--- src/rtl/evcap_pkg.sv ---
package evcap_pkg;
    localparam int PIN_SEL_W = 3;
    localparam int DOM_SEL_W = 2;
    localparam int NUM_PINS  = 1 << PIN_SEL_W;
    localparam int NUM_DOM   = 1 << DOM_SEL_W;
    localparam int SEC_W     = 48;
    localparam int NS_W      = 30;
    localparam int REG_W     = 32;

    localparam logic [1:0] ACT_SAVE = 2'd1;
    localparam logic [1:0] SYNC_ARM = 2'd3;

    localparam int REG_PEND   = 'h00;
    localparam int REG_ENABLE = 'h01;
    localparam int CH_BASE    = 'h10;
    localparam int CH_STRIDE  = 4;
    localparam int CH_CFG     = 0;
    localparam int CH_SEC_HI  = 1;
    localparam int CH_SEC_LO  = 2;
    localparam int CH_NS      = 3;

    typedef struct packed {
        logic [PIN_SEL_W-1:0] sel;
        logic [DOM_SEL_W-1:0] dom;
        logic [1:0]           sync;
        logic [1:0]           act;
    } chan_cfg_t;

    localparam int CFG_W = $bits(chan_cfg_t);

    typedef enum logic [1:0] {
        ST_OFF   = 2'd0,
        ST_WATCH = 2'd1,
        ST_PEND  = 2'd2,
        ST_HOLD  = 2'd3
    } chan_st_e;
endpackage

--- src/rtl/evcap_sync.sv ---
module evcap_sync #(
    parameter int STAGES = 2
) (
    input  logic clk,
    input  logic rst_n,
    input  logic async_i,
    output logic lvl_o,
    output logic prev_o
);
    logic [STAGES-1:0] chain_q;
    logic              prev_q;

    always_ff @(posedge clk) begin
        if (!rst_n) begin
            chain_q <= '0;
            prev_q  <= 1'b0;
        end else begin
            chain_q <= {chain_q[STAGES-2:0], async_i};
            prev_q  <= chain_q[STAGES-1];
        end
    end

    assign lvl_o  = chain_q[STAGES-1];
    assign prev_o = prev_q;
endmodule

--- src/rtl/evcap_chan.sv ---
module evcap_chan
    import evcap_pkg::*;
#(
    parameter int N_PINS = NUM_PINS,
    parameter int N_DOM  = NUM_DOM,
    parameter int S_W    = SEC_W,
    parameter int N_W    = NS_W
) (
    input  logic               clk,
    input  logic               rst_n,
    input  chan_cfg_t          cfg_i,
    input  logic [N_PINS-1:0]  lvl_i,
    input  logic [N_PINS-1:0]  prev_i,
    input  logic [N_DOM*S_W-1:0] tod_sec_i,
    input  logic [N_DOM*N_W-1:0] tod_ns_i,
    input  logic               clr_i,
    output logic               hit_o,
    output logic               pend_o,
    output logic [S_W-1:0]     sec_o,
    output logic [N_W-1:0]     ns_o
);
    chan_st_e        state_q, state_d;
    logic            armed, rise, hit;
    logic [S_W-1:0]  sec_q, sec_src;
    logic [N_W-1:0]  ns_q, ns_src;

    assign armed   = (cfg_i.act == ACT_SAVE) && (cfg_i.sync == SYNC_ARM);
    assign rise    = lvl_i[cfg_i.sel] & ~prev_i[cfg_i.sel];
    assign hit     = armed & rise;
    assign sec_src = tod_sec_i[int'(cfg_i.dom)*S_W +: S_W];
    assign ns_src  = tod_ns_i[int'(cfg_i.dom)*N_W +: N_W];

    // state register
    always_ff @(posedge clk) begin
        if (!rst_n) state_q <= ST_OFF;
        else        state_q <= state_d;
    end

    // transitions: arm, hit, ack, disarm
    always_comb begin
        state_d = state_q;
        unique case (state_q)
            ST_OFF: begin
                if (hit)        state_d = ST_PEND;
                else if (armed) state_d = ST_WATCH;
            end
            ST_WATCH: begin
                if (hit)         state_d = ST_PEND;
                else if (!armed) state_d = ST_OFF;
            end
            ST_PEND: begin
                if (hit)         state_d = ST_PEND;
                else if (!armed) state_d = clr_i ? ST_OFF : ST_HOLD;
                else if (clr_i)  state_d = ST_WATCH;
            end
            ST_HOLD: begin
                if (hit)        state_d = ST_PEND;
                else if (armed) state_d = clr_i ? ST_WATCH : ST_PEND;
                else if (clr_i) state_d = ST_OFF;
            end
            default: state_d = ST_OFF;
        endcase
    end

    // outputs
    always_comb begin
        pend_o = (state_q == ST_PEND) || (state_q == ST_HOLD);
        hit_o  = hit;
        sec_o  = sec_q;
        ns_o   = ns_q;
    end

    always_ff @(posedge clk) begin
        if (!rst_n) begin
            sec_q <= '0;
            ns_q  <= '0;
        end else if (hit) begin
            sec_q <= sec_src;
            ns_q  <= ns_src;
        end
    end
endmodule

--- src/rtl/evcap_top.sv ---
module evcap_top
    import evcap_pkg::*;
#(
    parameter int NUM_CH   = 8,
    parameter int ADDR_W   = 8,
    parameter int SYNC_STG = 2
) (
    input  logic                     clk,
    input  logic                     rst_n,
    input  logic [NUM_PINS-1:0]      pin_i,
    input  logic [NUM_DOM*SEC_W-1:0] tod_sec_i,
    input  logic [NUM_DOM*NS_W-1:0]  tod_ns_i,
    input  logic                     reg_wr_i,
    input  logic [ADDR_W-1:0]        reg_addr_i,
    input  logic [REG_W-1:0]         reg_wdata_i,
    output logic [REG_W-1:0]         reg_rdata_o,
    output logic                     irq_o
);
    logic [NUM_PINS-1:0]            lvl, prev;
    chan_cfg_t                      cfg_q [NUM_CH];
    logic [NUM_CH-1:0]              enable_q;
    logic [NUM_CH-1:0]              pend, cap_stb, clr_vec;
    logic [NUM_CH-1:0][SEC_W-1:0]   cap_sec;
    logic [NUM_CH-1:0][NS_W-1:0]    cap_ns;
    logic                           pend_wr, en_wr;
    logic                           unused_wdata;

    assign unused_wdata = ^reg_wdata_i;
    assign pend_wr = reg_wr_i && (reg_addr_i == ADDR_W'(REG_PEND));
    assign en_wr   = reg_wr_i && (reg_addr_i == ADDR_W'(REG_ENABLE));
    assign clr_vec = pend_wr ? reg_wdata_i[NUM_CH-1:0] : '0;

    for (genvar p = 0; p < NUM_PINS; p++) begin : g_pin
        evcap_sync #(.STAGES(SYNC_STG)) u_sync (
            .clk    (clk),
            .rst_n  (rst_n),
            .async_i(pin_i[p]),
            .lvl_o  (lvl[p]),
            .prev_o (prev[p])
        );
    end

    always_ff @(posedge clk) begin
        if (!rst_n) enable_q <= '0;
        else if (en_wr) enable_q <= reg_wdata_i[NUM_CH-1:0];
    end

    for (genvar c = 0; c < NUM_CH; c++) begin : g_ch
        localparam int CFG_ADDR = CH_BASE + c*CH_STRIDE + CH_CFG;
        logic cfg_wr;
        assign cfg_wr = reg_wr_i && (reg_addr_i == ADDR_W'(CFG_ADDR));

        always_ff @(posedge clk) begin
            if (!rst_n) cfg_q[c] <= '0;
            else if (cfg_wr) cfg_q[c] <= chan_cfg_t'(reg_wdata_i[CFG_W-1:0]);
        end

        evcap_chan u_chan (
            .clk      (clk),
            .rst_n    (rst_n),
            .cfg_i    (cfg_q[c]),
            .lvl_i    (lvl),
            .prev_i   (prev),
            .tod_sec_i(tod_sec_i),
            .tod_ns_i (tod_ns_i),
            .clr_i    (clr_vec[c]),
            .hit_o    (cap_stb[c]),
            .pend_o   (pend[c]),
            .sec_o    (cap_sec[c]),
            .ns_o     (cap_ns[c])
        );
    end

    always_comb begin
        reg_rdata_o = '0;
        if (reg_addr_i == ADDR_W'(REG_PEND))   reg_rdata_o = REG_W'(pend);
        if (reg_addr_i == ADDR_W'(REG_ENABLE)) reg_rdata_o = REG_W'(enable_q);
        for (int c = 0; c < NUM_CH; c++) begin
            logic [63:0] sec64;
            sec64 = 64'(cap_sec[c]);
            if (reg_addr_i == ADDR_W'(CH_BASE + c*CH_STRIDE + CH_CFG))    reg_rdata_o = REG_W'(cfg_q[c]);
            if (reg_addr_i == ADDR_W'(CH_BASE + c*CH_STRIDE + CH_SEC_HI)) reg_rdata_o = sec64[63:32];
            if (reg_addr_i == ADDR_W'(CH_BASE + c*CH_STRIDE + CH_SEC_LO)) reg_rdata_o = sec64[31:0];
            if (reg_addr_i == ADDR_W'(CH_BASE + c*CH_STRIDE + CH_NS))     reg_rdata_o = REG_W'(cap_ns[c]);
        end
    end

    assign irq_o = |(pend & enable_q);
endmodule

--- config.mk ---
export PLATFORM = sky130hd
export DESIGN_NAME = evcap_top
export DESIGN_NICKNAME = d
export VERILOG_FILES = /design/src/rtl/evcap_pkg.sv /design/src/rtl/evcap_sync.sv /design/src/rtl/evcap_chan.sv /design/src/rtl/evcap_top.sv
export SDC_FILE = /design/constraint.sdc
export NUM_CORES = 2
export LEC_CHECK = 0
export BUFFER_PORTS_ARGS = -buffer_cell sky130_fd_sc_hd__buf_2
export CELL_PAD_IN_SITES_DETAIL_PLACEMENT = 1
export CELL_PAD_IN_SITES_GLOBAL_PLACEMENT = 2
export CORE_ASPECT_RATIO = 1.4
export CORE_MARGIN = 3
export CORE_UTILIZATION = 40
export DETAILED_ROUTE_END_ITERATION = 8
export PLACE_DENSITY_LB_ADDON = 0.2
export SLEW_MARGIN = 20
export SYNTH_ARGS = -nofsm -noshare
export SYNTH_HDL_FRONTEND = slang
export SYNTH_SLANG_ARGS = --single-unit
--- constraint.sdc ---
create_clock -name clk -period 2.9 [get_ports clk]
set_input_delay 0.29 -clock clk [delete_from_list [all_inputs] [get_ports clk]]
set_output_delay 0.29 -clock clk [all_outputs]
set_load 0.05 [all_outputs]
==> key figures <==
Run status
  – Status: complete, but fails checks
  – Failing checks: setup timing

Layout
  – Util after Layout: 0.505
  – FF+latch area: around 0.016 mm²
  – Area Growth Syn to Fin: 24.9%
  – Most frequent cells in the layout: 1344 x nand2_1, 649 x mux4_2, 613 x dfxtp_1, 583 x a21boi_0, 400 x buf_4
  – Nets@finish: 5947
  – Share of cells above drive strength 1: 0.351
  – Area of the multi-input gates: 0.0333 mm²
  – Filler cell count: 13453
  – Commonest non-fill, non-tap cell in the layout: nand2_1

Global route
  – Congestion Overflow GR: 0
  – Initial antenna violation count: 40
  – Largest net degree at the start of global routing: 175
  – First-pass GRT wire length: 421 mm
  – Gr usage total: 0.473
  – Vias in the first global route: just over 50000

STA
  – Endpoints failing setup: 14
  – Final Max Slew Viols: 0
  – Final Hold Viols: 0
  – Relative slew slack: 0.403
  – Hold_ws: about 52 ps
  – Fmax: 0.305 GHz
  – Setup Skew: roughly 36 ps
  – Tcrit/Tclk final: 1.13
  – Setup TNS: -1500 ps
  – Post-layout min period: 3280 ps
  – Setup WS post-layout: -380 ps
  – Worst slew pin tran: 895 ps
  – RSZ-0062 raised after global routing: yes

Critical path
  – Crit path kind: reg2out
  – Critical Path Slowest Stage Cell: a2111oi_4
  – Worst path buffer plus inverter count: 3
  – Worst path max stage delay: 480 ps
  – Worst endpoint data arrival time: 2990 ps
  – CP required: approximately 2600 ps
  – CP Launch Type: flip-flop
  – Critical-path cell list: inv_1 > a2111oi_4 > o211ai_1 > a21oi_1 > nand3_1 > a31oi_4 > buf_6 > buf_12
  – Crit Path Max Fanout: 2
  – Worst R2R Path Depth: 7
  – CP Capture Type: primary output
  – Critical path depth: 8
  – CP top delay family: compound AO/OA/AOI/OAI gates

Route
  – Antenna Nets Post-Route: 0
  – Starting DRT DRC Count: 5905
  – DRC viols: 0
  – Via Count: 49884
  – Routed vias/inst: 6.83
  – DRT Wirelength: 309 mm
  – DRT Pass-1 Iters: 6
  – Drt wl/cell: 42.4 µm

Synth
  – Yosys cell types: between 70 and 80
  – Post-synthesis net count: 5411
  – Syn Std Cell Area: 0.0497 mm²
  – Ys async rst share: 0
  – Post-synth EDFFs: 72
  – Cell count after synthesis: 5048
  – Ys flop type: dfxtp_1
  – Yosys warns: 0
  – Syn avg cell area: 9.85 µm²
  – Sequential-to-total area share from yosys stat: 0.311
  – Flops & latches, synth: 736

Flow run
  – Max cap viols: 0

Floorplanning
  – Ports: 396
  – Die area: ~0.13 mm²
  – Core outline area: between 0.1 and 0.15 mm²
  – Initial Utilization: 0.404
  – DIE WIDTH: about 300 µm
  – Site Rows: 152
  – Die Y: 423 µm

Power and ir drop
  – Power per cell area: 432 mW/mm²
  – Leakage Power: 21.3 nW
  – Peak VDD IR: roughly 0.0006 V
  – Total power draw: around 27 mW

CTS
  – Clock transition at path regs: 60 ps
  – Depth of the CTS H-tree: 3
  – CTS sink count: 736
  – Total CTS buffers: 83
  – TritonCTS clock tree: done
  – Worst skew pair latency: ~750 ps
  – Clock Tree Root: clkbuf_16
  – Maximum buffer depth of the clock tree: 3

Min path
  – Hold Crit Class: in2reg
  – Hold Path Depth: 3

Placement
  – Detailed Place HPWL: 224 mm
  – Placer congestion estimate: 1.04
  – Port bufs: 372
## state kept, by name, summed over array words and instances, names as in the netlist
register              count
g_pin.u_sync.chain_q     16
g_ch.u_chan.sec_o       384
g_pin.u_sync.prev_o       8
g_ch.u_chan.ns_o        240
cfg_q                    72
enable_q                  8
g_ch.u_chan.state_q       8
## layout make-up
class,count,area share
multi-input cells,3811,0.536
diodes,35,0.00141
clock inverters,37,0.00693
clock buffers,112,0.0375
inverters,8,0.000484
repair buffers,944,0.134
flip-flops and latches,736,0.251
well taps,1617,0.0326
## timing repair
| action | in CTS | in global routing |
|---|---|---|
| resized for setup | 213 | 157 |
| setup endpoints to repair | 27 | 30 |
| hold buffers | 12 | 0 |
| pin swaps | 49 | 63 |
| gates cloned | 3 | 3 |
| hold endpoints to repair | 37 | 0 |
| setup buffers | 37 | 33 |
## report_power, final
part           switching, mW  internal [mW]  total [mW]
combinational           2.78           2.37        5.15
clock                   4.93           6.22        11.1
sequential             0.178           10.4        10.5
## stage by stage
| step | instance area (µm²) | cells | worst slack, ps |
|---|---|---|---|
| final | 62100 | 7300 | -380 |
| after global routing | 62000 | 7272 | -471 |
| after CTS | 61100 | 7235 | -302 |
| after detailed placement | 57100 | 7037 | -499 |
| after global placement | 57100 | 7037 | -494 |
| after floorplan | 49800 | 5048 | 11.6 |
## routing by layer
| layer | part of all wire | vias up | track usage | wire (µm) |
|---|---|---|---|---|
| li1 | - | 19939 | - | - |
| met1 | 0.33 | 25627 | 0.508 | 101000 |
| met2 | 0.46 | 3177 | 0.753 | 142000 |
| met4 | 0.14 | 12 | 0.515 | 43100 |
| met3 | 0.074 | 1129 | 0.0847 | 23000 |
| met5 | 0.00025 | - | 0 | 77 |
## cell usage after synthesis (6+ instances only)
master / instances / area (µm²)
a21boi_0: 583 / 4380
mux4_2: 649 / 14600
nand3_1: 26 / 130
nor2_1: 141 / 529
a31oi_1: 39 / 244
edfxtp_1: 72 / 2160
nand2_1: 1352 / 5070
nor4_1: 9 / 56.3
mux2_2: 47 / 529
buf_2: 112 / 561
or2_1: 8 / 50.1
and2_1: 117 / 732
o211ai_1: 34 / 255
nor3_1: 18 / 90.1
mux2i_1: 78 / 781
buf_1: 20 / 75.1
a22oi_1: 34 / 255
nand4b_1: 8 / 70.1
a21boi_1: 50 / 375
o32ai_1: 14 / 123
a221oi_1: 30 / 263
o21ai_0: 158 / 791
a211oi_1: 16 / 120
nor2_2: 9 / 56.3
inv_1: 6 / 22.5
o21a_1: 16 / 120
clkbuf_1: 354 / 1330
dfxtp_1: 664 / 13300
o22ai_1: 51 / 319
a21oi_1: 134 / 671
or3_1: 17 / 106
nand2b_1: 15 / 93.8
a22o_1: 16 / 140
o221ai_1: 36 / 315
nor2b_1: 20 / 125
## path summary, 6_finish.rpt
check	startpoint	to	slack (ps)
setup / recovery	g_ch[4].u_chan.ns_o[2]	reg_rdata_o[2]	-380
hold / removal	reg_wdata_i[1]	enable_q[1]	50
setup reg to reg	g_pin[5].u_sync.chain_q[1]	g_ch[1].u_chan.ns_o[18]	30
hold reg to reg	g_pin[0].u_sync.chain_q[0]	g_pin[0].u_sync.chain_q[1]	430
## worst register-to-register path, stage by stage, from the launching register on
cell and delay [ps]:
dfxtp_1 310, nor2b_1 260, mux4_2 500, a21oi_1 620, or2_4 410, buf_12 270
nand2_1 200, a21boi_0 230
## logic make-up after synthesis
kind of cell           share of synthesized area
multiplexers                               0.320
XOR/XNOR                                0.000176
buffers and inverters                     0.0415
flip-flops                                 0.311
AO/OA/AOI/OAI                              0.178
AND/OR/NAND/NOR                            0.150
No activity file was read; power rests on OpenSTA's default activity.
